===== config.mk =====
export PLATFORM = sky130hd
export DESIGN_NAME = mode_switch_seq
export DESIGN_NICKNAME = d
export VERILOG_FILES = /design/src/rtl/mode_seq_pkg.sv /design/src/rtl/instr_classifier.sv /design/src/rtl/event_arbiter.sv /design/src/rtl/link_writer.sv /design/src/rtl/mode_switch_seq.sv
export SDC_FILE = /design/constraint.sdc
export NUM_CORES = 1
export LEC_CHECK = 0
export ABC_AREA = 1
export BUFFER_PORTS_ARGS = -buffer_cell sky130_fd_sc_hd__buf_2
export CAP_MARGIN = 20
export CORE_UTILIZATION = 47
export DETAILED_ROUTE_END_ITERATION = 10
export MAX_ROUTING_LAYER = met4
export PLACE_DENSITY = 0.8
export SYNTH_ARGS = -nofsm -noshare
export SYNTH_HDL_FRONTEND = slang
export SYNTH_HIERARCHICAL = 1
export SYNTH_SLANG_ARGS = --single-unit

===== constraint.sdc =====
create_clock -name clk -period 2.2 [get_ports clk]
set_input_delay 0.44 -clock clk [delete_from_list [all_inputs] [get_ports clk]]
set_output_delay 0.44 -clock clk [all_outputs]
set_load 0.05 [all_outputs]

===== src/rtl/mode_seq_pkg.sv =====
package mode_seq_pkg;
  localparam int TAG_HI = 23;
  localparam int TAG_LO = 22;
  localparam int OPF_HI = 21;
  localparam int OPF_LO = 16;
  localparam logic [1:0] TAG_CALL  = 2'b01;
  localparam logic [1:0] TAG_PLAIN = 2'b00;

  typedef enum logic [2:0] {
    EV_NONE,
    EV_TRAP,
    EV_IRQ,
    EV_CALL,
    EV_RETURN
  } ev_e;
endpackage


===== src/rtl/instr_classifier.sv =====
module instr_classifier #(
  parameter int OP_W     = 6,
  parameter int PRIV_MIN = 56
) (
  input  logic [1:0]      tag,
  input  logic [OP_W-1:0] op,
  output logic            is_call,
  output logic            is_priv
);
  import mode_seq_pkg::*;
  localparam logic [OP_W-1:0] PRIV_LIM = OP_W'(PRIV_MIN);

  always_comb begin
    is_call = (tag == TAG_CALL);
    is_priv = (tag == TAG_PLAIN) && (op >= PRIV_LIM);
  end
endmodule


===== src/rtl/event_arbiter.sv =====
module event_arbiter (
  input  logic                  user_mode,
  input  logic                  trap_req,
  input  logic                  irq,
  input  logic                  is_call,
  input  logic                  is_priv,
  input  logic                  br_taken,
  input  logic                  br_mapped,
  output mode_seq_pkg::ev_e     ev
);
  import mode_seq_pkg::*;

  always_comb begin
    ev = EV_NONE;
    if (user_mode) begin
      if (trap_req || is_priv) ev = EV_TRAP;
      else if (irq)            ev = EV_IRQ;
      else if (is_call)        ev = EV_CALL;
    end else begin
      if (is_call)                     ev = EV_CALL;
      else if (br_taken && br_mapped)  ev = EV_RETURN;
    end
  end
endmodule


===== src/rtl/link_writer.sv =====
module link_writer #(
  parameter int WORD_W = 24,
  parameter int PC_W   = 14
) (
  input  logic              clk,
  input  logic              rst_n,
  input  logic              load,
  input  logic [PC_W-1:0]   call_pc,
  input  logic              from_user,
  input  logic              wr_ready,
  output logic              wr_valid,
  output logic [WORD_W-1:0] wr_data,
  output logic              done
);
  localparam int IND_BIT = PC_W;
  localparam int USR_BIT = PC_W + 1;
  localparam int PAD_W   = WORD_W - PC_W - 2;

  assign done = wr_valid && wr_ready;

  always_ff @(posedge clk) begin
    if (!rst_n) begin
      wr_valid <= 1'b0;
      wr_data  <= '0;
    end else if (load) begin
      wr_valid <= 1'b1;
      wr_data  <= {{PAD_W{1'b0}}, from_user, 1'b1, call_pc};
    end else if (done) begin
      wr_valid <= 1'b0;
    end
  end

  assert_hold_stable_R4: assert property (@(posedge clk) disable iff (!rst_n)
    wr_valid && !wr_ready |=> wr_valid && $stable(wr_data));
  assert_indirect_flag_R3: assert property (@(posedge clk) disable iff (!rst_n)
    $rose(wr_valid) |-> wr_data[IND_BIT] && (wr_data[USR_BIT] == $past(from_user)));
endmodule


===== src/rtl/mode_switch_seq.sv =====
module mode_switch_seq #(
  parameter int WORD_W   = 24,
  parameter int PC_W     = 14,
  parameter int OP_W     = 6,
  parameter int PRIV_MIN = 56,
  parameter int VEC_BASE = 64,
  parameter int TRAP_VEC = 20,
  parameter int IRQ_VEC  = 30,
  parameter int RESET_PC = 0
) (
  input  logic              clk,
  input  logic              rst_n,
  input  logic              instr_valid,
  output logic              instr_ready,
  input  logic [WORD_W-1:0] instr_word,
  input  logic [PC_W-1:0]   instr_pc,
  input  logic              br_taken,
  input  logic              br_mapped,
  input  logic [PC_W-1:0]   br_target,
  input  logic              trap_req,
  input  logic              irq,
  output logic              mem_wr_valid,
  input  logic              mem_wr_ready,
  output logic [PC_W-1:0]   mem_wr_addr,
  output logic [WORD_W-1:0] mem_wr_data,
  output logic              npc_valid,
  output logic [PC_W-1:0]   npc,
  output logic              user_mode
);
  import mode_seq_pkg::*;

  localparam logic [PC_W-1:0] BASE_A = PC_W'(VEC_BASE);
  localparam logic [PC_W-1:0] TRAP_A = PC_W'(TRAP_VEC);
  localparam logic [PC_W-1:0] IRQ_A  = PC_W'(IRQ_VEC);

  logic            accept, is_call, is_priv, wr_done;
  logic [OP_W-1:0] op;
  logic [1:0]      tag;
  logic [PC_W-1:0] pend_vec;
  ev_e             ev;
  logic            unused_bits;

  assign tag         = instr_word[TAG_HI:TAG_LO];
  assign op          = instr_word[OPF_LO+OP_W-1:OPF_LO];
  assign unused_bits = ^instr_word[OPF_LO-1:0];
  assign instr_ready = !mem_wr_valid;
  assign accept      = instr_valid && instr_ready;
  assign mem_wr_addr = '0;

  instr_classifier #(.OP_W(OP_W), .PRIV_MIN(PRIV_MIN)) u_cls (
    .tag(tag), .op(op), .is_call(is_call), .is_priv(is_priv));

  event_arbiter u_arb (
    .user_mode(user_mode), .trap_req(trap_req), .irq(irq),
    .is_call(is_call), .is_priv(is_priv),
    .br_taken(br_taken), .br_mapped(br_mapped), .ev(ev));

  link_writer #(.WORD_W(WORD_W), .PC_W(PC_W)) u_link (
    .clk(clk), .rst_n(rst_n),
    .load(accept && ev == EV_CALL),
    .call_pc(instr_pc), .from_user(user_mode),
    .wr_ready(mem_wr_ready), .wr_valid(mem_wr_valid),
    .wr_data(mem_wr_data), .done(wr_done));

  always_ff @(posedge clk) begin
    if (!rst_n) begin
      npc_valid <= 1'b0;
      npc       <= PC_W'(RESET_PC);
      user_mode <= 1'b0;
      pend_vec  <= '0;
    end else begin
      npc_valid <= 1'b0;
      if (wr_done) begin
        npc       <= pend_vec;
        user_mode <= 1'b0;
        npc_valid <= 1'b1;
      end else if (accept) begin
        unique case (ev)
          EV_TRAP: begin
            npc <= TRAP_A; user_mode <= 1'b0; npc_valid <= 1'b1;
          end
          EV_IRQ: begin
            npc <= IRQ_A; user_mode <= 1'b0; npc_valid <= 1'b1;
          end
          EV_CALL: pend_vec <= BASE_A + PC_W'(op);
          EV_RETURN: begin
            npc <= br_target; user_mode <= 1'b1; npc_valid <= 1'b1;
          end
          default: begin
            npc       <= br_taken ? br_target : instr_pc + 1'b1;
            npc_valid <= 1'b1;
          end
        endcase
      end
    end
  end

  assert_mode_with_npc_R10: assert property (@(posedge clk) disable iff (!rst_n)
    (user_mode != $past(user_mode)) |-> npc_valid);
  assert_dispatch_after_write_R2: assert property (@(posedge clk) disable iff (!rst_n)
    mem_wr_valid && mem_wr_ready |=> npc_valid && !user_mode);
  assert_busy_blocks_R4: assert property (@(posedge clk) disable iff (!rst_n)
    mem_wr_valid |-> !instr_ready);
  assert_trap_vector_R5: assert property (@(posedge clk) disable iff (!rst_n)
    accept && user_mode && trap_req |=> npc_valid && npc == TRAP_A && !user_mode && !mem_wr_valid);
  assert_monitor_irq_ignored_R7: assert property (@(posedge clk) disable iff (!rst_n)
    accept && !user_mode && !is_call && !br_taken |=> !user_mode && npc == $past(instr_pc) + 1'b1);
endmodule


==> results of run 1 <==
-- area by class of cell --
cell class / instances / share of cell area [%]
Clock inverter: 3 / 1.46
Clock buffer: 5 / 2.36
Inverter: 38 / 4.89
Multi-Input combinational cell: 303 / 46.9
Sequential cell: 40 / 27.4
Timing Repair Buffer: 80 / 14.0
Tap cell: 70 / 3.00
-- state kept, by name, indices dropped and copies added (netlist names) --
register and count:
npc 14, user_mode 1, u_link/wr_data 16, pend_vec 7, u_link/wr_valid 1, npc_valid 1
-- per-layer routing --
layer / share of wire (%) / track usage [%] / vias to the layer above
met4: 2.6 / 9.22 / 0
li1: - / - / 1339
met2: 46 / 37.0 / 97
met3: 4.6 / 4.55 / 14
met5: 0 / - / -
met1: 47 / 28.9 / 1123
-- worst max-delay path, stage by stage (launching register included) --
cell     delay (ns)
dfxtp_1        0.45
a21oi_1        0.10
nor2_1         0.28
nand3_2        0.16
nor2_2         0.27
buf_4          0.25
o21ai_1        0.09
nor2_1         0.12
-- final timing paths --
| kind | from | to | slack, ns |
|---|---|---|---|
| setup / recovery | user_mode | u_link/wr_data[9] | 0.41 |
| hold / removal | instr_word[16] | pend_vec[0] | 0.37 |
| setup reg to reg | user_mode | u_link/wr_data[9] | 0.41 |
| hold reg to reg | npc[13] | npc[13] | 0.45 |
-- power groups by stage --
stage | clock network [mW] | registers [mW] | logic [mW]
3_3_place_gp | 0 | 0.792 | 0.503
4_1_cts | 0.621 | 0.776 | 0.513
5_1_grt | 0.653 | 0.781 | 0.564
2_1_floorplan | 0 | 0.905 | 0.311
3_5_place_dp | 0 | 0.793 | 0.511
6_report | 0.606 | 0.776 | 0.513
-- metrics by stage --
stage / cell area (um2) / std cells / power, mW / hold slack [ns]
4_1_cts: 2920 / 539 / 1.91 / 0.363
5_1_grt: 2920 / 539 / 2.00 / 0.413
3_3_place_gp: 2810 / 531 / 1.30 / 0.434
6_report: 2920 / 539 / 1.90 / 0.365
2_1_floorplan: 2570 / 412 / 1.22 / 0.429
3_5_place_dp: 2810 / 531 / 1.30 / 0.436
-- logic make-up (layout without fill, tap and decap cells) --
logic type	Yosys count	after routing	share of synthesized area [%]
AO/OA/AOI/OAI	57	57	12.9
adder cells (fa/ha/maj)	1	1	0.501
buffers and inverters	69	126	16.0
flip-flops	40	40	32.1
other	2	22	0.301
AND/OR/NAND/NOR	223	223	38.1
-- synthesized netlist by cell type, types with 2 or more instances --
master	number	area, um2
buf_4	24	180
buf_6	5	56.3
nor2_2	3	18.8
nand3_1	21	105
a21oi_1	18	90.1
o21ai_1	12	60.1
nand3_2	3	30.0
inv_2	16	60.1
nand2_4	2	22.5
nor2_1	71	267
a21oi_2	5	43.8
conb_1	2	7.51
nand4_1	4	25.0
inv_1	21	78.8
dfxtp_1	40	801
nand2_1	113	424
nor2_4	2	22.5
o21ai_0	18	90.1
o21bai_1	2	15.0
==> summary.txt, run 1 <==
Power
  • Switching share of power: between 30 and 40%
  • Pwr dens: 649 mW/mm2
  • VDD IR max: approximately 0.36 mV
  • Combinational share of power: 27.1%
  • Total leakage power: around 1.6 nW
  • Net Sw Power: 0.675 mW
  • Sequential cell fraction of total power: 41.0%
  • Clock network power share: ~32%
  • Internal power: between 1 and 1.5 mW

Layout
  • Final Core Density: between 50% and 60%
  • Most common cell after layout, fill and taps aside: nand2_1
  • Fill cell total of the finished layout: 557
  • Final net count: between 500 and 600
  • Diodes inserted: 0
  • Commonest cells after routing, fill and taps aside: nand2_1, buf_2, nor2_1
  • Area of combinational cells with multiple inputs: 0.00137 mm2
  • Total area of sequential cells: ~800 um2
  • Area overhead of the layout relative to synthesis: 17.0%
  • Fraction of layout instances using a drive strength above 1: 26.0%

Synth
  • Synthesized netlist cell count: 392
  • Post-synth EDFFs: 0
  • Mean cell area of the mapped netlist: 6.36 um2
  • Sequential-to-total area share from yosys stat: 32.1%
  • Summed instance area of the synthesized netlist: 0.00249 mm2
  • Number of synthesis warnings: 6
  • Share of async-settable or async-resettable flops after synthesis: 0%
  • Post-synthesis sequential element count: 40
  • Distinct cell type count after synthesis: 29
  • Predominant post-synthesis flop cell: dfxtp_1

Drt
  • Total DRC errors in the routed layout: 0
  • Average wire length per cell after detail routing: 10.9 um
  • Post-DRT Antenna Nets: 0
  • Routed WL: 5860 um
  • Via count: 2573
  • Vias/cell: 4.77
  • Detailed Routing Iterations Pass 1: 4
  • DRC violation total after the first TritonRoute iteration: about 120

CTS
  • Clock buffer depth: 2
  • Number of sinks handled by clock tree synthesis: 40
  • TritonCTS clock tree: yes
  • Number of gates resized after cts: 0
  • Clock edge transition at the registers on the reported setup and hold paths: 0.08 ns
  • Clock H-tree levels: 2
  • CTS Buf Count: 5
  • Post CTS Setup Buffer Count: 0
  • Clock Latency Late Sink: 0.30 ns
  • Cts hold-fix bufs: 0
  • Cell at the root of the clock tree: clkbuf_8

Floorplanning
  • Chip height: 74.9 um
  • Total Die Area: about 0.0056 mm2
  • Row cnt: 26
  • Top Ports: 116
  • Initial standard-cell utilization of the core: between 40% and 50%
  • Width of the chip: 74.9 um
  • Core ar.: 0.00511 mm2

STA
  • Clk_skew: 0.00469 ns
  • Unrepaired setup endpoints after global routing: false
  • Final worst path period need: between 1.5 and 2 ns
  • Hold violation count in the final report: 0
  • Final setup violation count: 0
  • Maximum clock frequency: 558 MHz
  • Final cycle utilization of the critical path: 81.4%
  • Max-slew violation count: 0
  • Final sum of negative setup slack: 0 ns
  • Final worst-path setup slack: around 0.4 ns

Setup path
  • CP endpoint kind: flop
  • Number of cell instances on the worst register-to-register path: 7
  • Critical setup path kind: reg2reg
  • Signal arrival time at the worst endpoint: 2.02 ns
  • Type of element launching the critical path: flop
  • WP data required: between 2 and 2.5 ns
  • Crit-path max FO: 14

Run
  • Max-cap viol count: 0

Placed design
  • Count of input and output buffers: 77
  • GP Congestion: 0.905
  • Post-DP HPWL: 4560 um
  • Worst Setup Slack post-DPL: a little under 0.09 ns

Global routing
  • Global routing usage summed across all routing layers: between 20% and 30%
  • Overall overflow remaining after global route: 0
  • Number of antenna violations at the first check in global routing: 0
  • Wire length of the first global-routing pass: 9580 um
  • Number of global-route vias before repair: 2211
  • Maximum number of pins on one net before global-route repair: 24

Min path
  • Worst hold-check path type: in2reg
  • Hold Crit Depth: 3

Outcome
  • Status: finished, final reports clean
Power figures use the tool's default switching activity.
==> run 2: changes to the inputs <==
clock period = 1.7 ns   (was 2.2 ns; I/O delays follow)
==> run 2 against run 1 <==
Net effect:
- maximum frequency rose by 14%
- sequential share of layout area fell by 0.66 points
- flip-flop and latch count did not move
- cell area rose by 2.8%
- die area did not move
==> summary.txt, run 2 (synthesis results as in run 1) <==
Layout
  • Diodes inserted: 0
  • Fraction of layout instances using a drive strength above 1: approximately 29%
  • Area overhead of the layout relative to synthesis: 20.3%
  • Final net count: 537
  • Registers with the most flip-flops: u_link/wr_data x16, npc x14, pend_vec x7
  • Most common cell after layout, fill and taps aside: nand2_1
  • Register with the most flip-flops: u_link/wr_data
  • Commonest cells after routing, fill and taps aside: nand2_1, buf_2, nor2_1
  • Cell area after layout: approximately 0.003 mm2
  • Post-route insts no fill: 547
  • Flip-flop count of the largest register, all copies and words added: 16

Power
  • Pwr dens: slightly below 800 mW/mm2
  • Switching share of power: 37.9%
  • Net Sw Power: between 0.8 and 0.9 mW
  • VDD IR max: around 0.46 mV
  • Sequential cell fraction of total power: 43.0%
  • Overall Power: 2.34 mW
  • Clock network power share: 27.6%
  • Combinational share of power: 29.4%
  • Internal power: 1.45 mW
  • Total leakage power: 1.60 nW

CTS
  • Clock buffer depth: 2
  • Post CTS Setup Buffer Count: 0
  • CTS Buf Count: 5
  • Cell at the root of the clock tree: clkbuf_8
  • Clock Latency Late Sink: 0.30 ns
  • Clock H-tree levels: 2
  • TritonCTS clock tree: yes
  • Number of sinks handled by clock tree synthesis: 40
  • Clock edge transition at the registers on the reported setup and hold paths: around 0.090 ns

Floorplanning
  • Initial standard-cell utilization of the core: 48.8%
  • Row cnt: 26
  • Core ar.: roughly 0.005 mm2
  • Width of the chip: 74.9 um
  • Top Ports: 116
  • Total Die Area: around 0.0056 mm2
  • Chip height: 74.9 um

Placed design
  • GP Congestion: approximately 0.90
  • Post-DP HPWL: ~4400 um
  • Worst Setup Slack post-DPL: -0.229 ns
  • Total cell area at the placement stage: 0.00287 mm2
  • Cell Count Post-Placement: 538
  • Count of input and output buffers: 77

Drt
  • Average wire length per cell after detail routing: 10.6 um
  • Vias/cell: 4.75
  • Post-DRT Antenna Nets: 0
  • Via count: 2600
  • Routed WL: between 5000 and 6000 um
  • Detailed Routing Iterations Pass 1: 6
  • Total DRC errors in the routed layout: 0
  • DRC violation total after the first TritonRoute iteration: 117

Global routing
  • Number of global-route vias before repair: 2193
  • Number of antenna violations at the first check in global routing: 0
  • Wire length of the first global-routing pass: 9280 um
  • Overall overflow remaining after global route: 0
  • Maximum number of pins on one net before global-route repair: 24
  • Global routing usage summed across all routing layers: 22.0%

Run
  • Max-cap viol count: 0

Outcome
  • Status: finished, final reports clean

Setup path
  • Source of the worst register-to-register timing path: user_mode
  • Worst flop-to-flop path endpoint: npc[12]
  • Signal arrival time at the worst endpoint: 1.77 ns
  • CP endpoint kind: flop
  • WP data required: 1.90 ns
  • Type of element launching the critical path: flop
  • Critical setup path kind: reg2reg
  • Reg2reg setup slack: 0.12 ns
  • Crit-path max FO: 7
  • Number of cell instances on the worst register-to-register path: 9

STA
  • Final cycle utilization of the critical path: between 90% and 100%
  • Max-slew violation count: 0
  • Worst hold slack: ~0.28 ns
  • Hold violation count in the final report: 0
  • Maximum clock frequency: between 600 and 700 MHz
  • Final worst path period need: 1.58 ns
  • Final worst-path setup slack: 0.125 ns
  • Final setup violation count: 0
  • Clk_skew: roughly 0.01 ns

Min path
  • Hold Crit Start: instr_word[17]
  • Worst hold-check path type: in2reg
  • Worst-case hold path end point: pend_vec[1]
  • Hold Crit Depth: 3
## run 2: cell types whose count changed in the layout (fill, tap and decap cells not counted), sizes merged
cell,before,now
buf,80,87
bufinv,1,0
clkinvlp,1,2
nand3,25,26
## run 2: power by group through the flow
stage               Combinational, mW  Sequential [mW]  Clock, mW
floorplan                       0.403             1.17          0
global placement                0.665             1.03          0
detailed placement              0.673             1.03          0
CTS                             0.675             1.00      0.655
global route                    0.757             1.01      0.707
finish                          0.688             1.01      0.646
## run 2: worst max path at each step
stage / start / cells after the start / endpoint / slack [ns]
floorplan: user_mode / 8 / u_link/wr_data[4] / 0.005
global placement: instr_word[21] / 14 / npc[1] / -0.18
finish: user_mode / 9 / npc[12] / 0.12
global route: user_mode / 10 / npc[11] / -0.0008
detailed placement: instr_word[21] / 14 / npc[1] / -0.23
CTS: user_mode / 10 / npc[1] / 0.06
## run 2: area by class of cell
cell class              instances  area (um2)
inverters                      38         145
flip-flops and latches         40         803
multi-input cells             304        1410
repair buffers                 87         464
clock inverters                 3        23.8
clock buffers                   5        68.8
well taps                      70        87.6
fillers                       524        2110
## run 2: worst max-delay path, stage by stage, from the launching register on
cell     delay [ns]
dfxtp_2        0.40
a21oi_1        0.09
nor2_2         0.21
nand3_2        0.16
nand2_4        0.12
inv_2          0.06
nand2_1        0.20
a21oi_1        0.07
nand2_1        0.09
nand2_1        0.04
## run 2: metrics by stage
stage | util [%] | setup TNS (ns)
2_1_floorplan | - | 0
3_3_place_gp | 56.1 | -4.43
3_5_place_dp | 56.1 | -5.93
4_1_cts | 58.0 | 0
5_1_grt | 58.7 | -0.000794
6_report | 58.7 | 0
## run 2: repair_timing
action | CTS | global route
hold buffers | 0 | 0
gates resized for setup | 0 | 7
setup endpoints to repair | 0 | 26
## run 2: per-layer routing
metal | vias to the layer above | track usage [%] | part of all wire (%)
met2 | 98 | 35.7 | 45
met5 | - | - | 0
met1 | 1139 | 28.2 | 49
met4 | 0 | 5.66 | 1.0
li1 | 1357 | - | -
met3 | 6 | 4.02 | 5.6
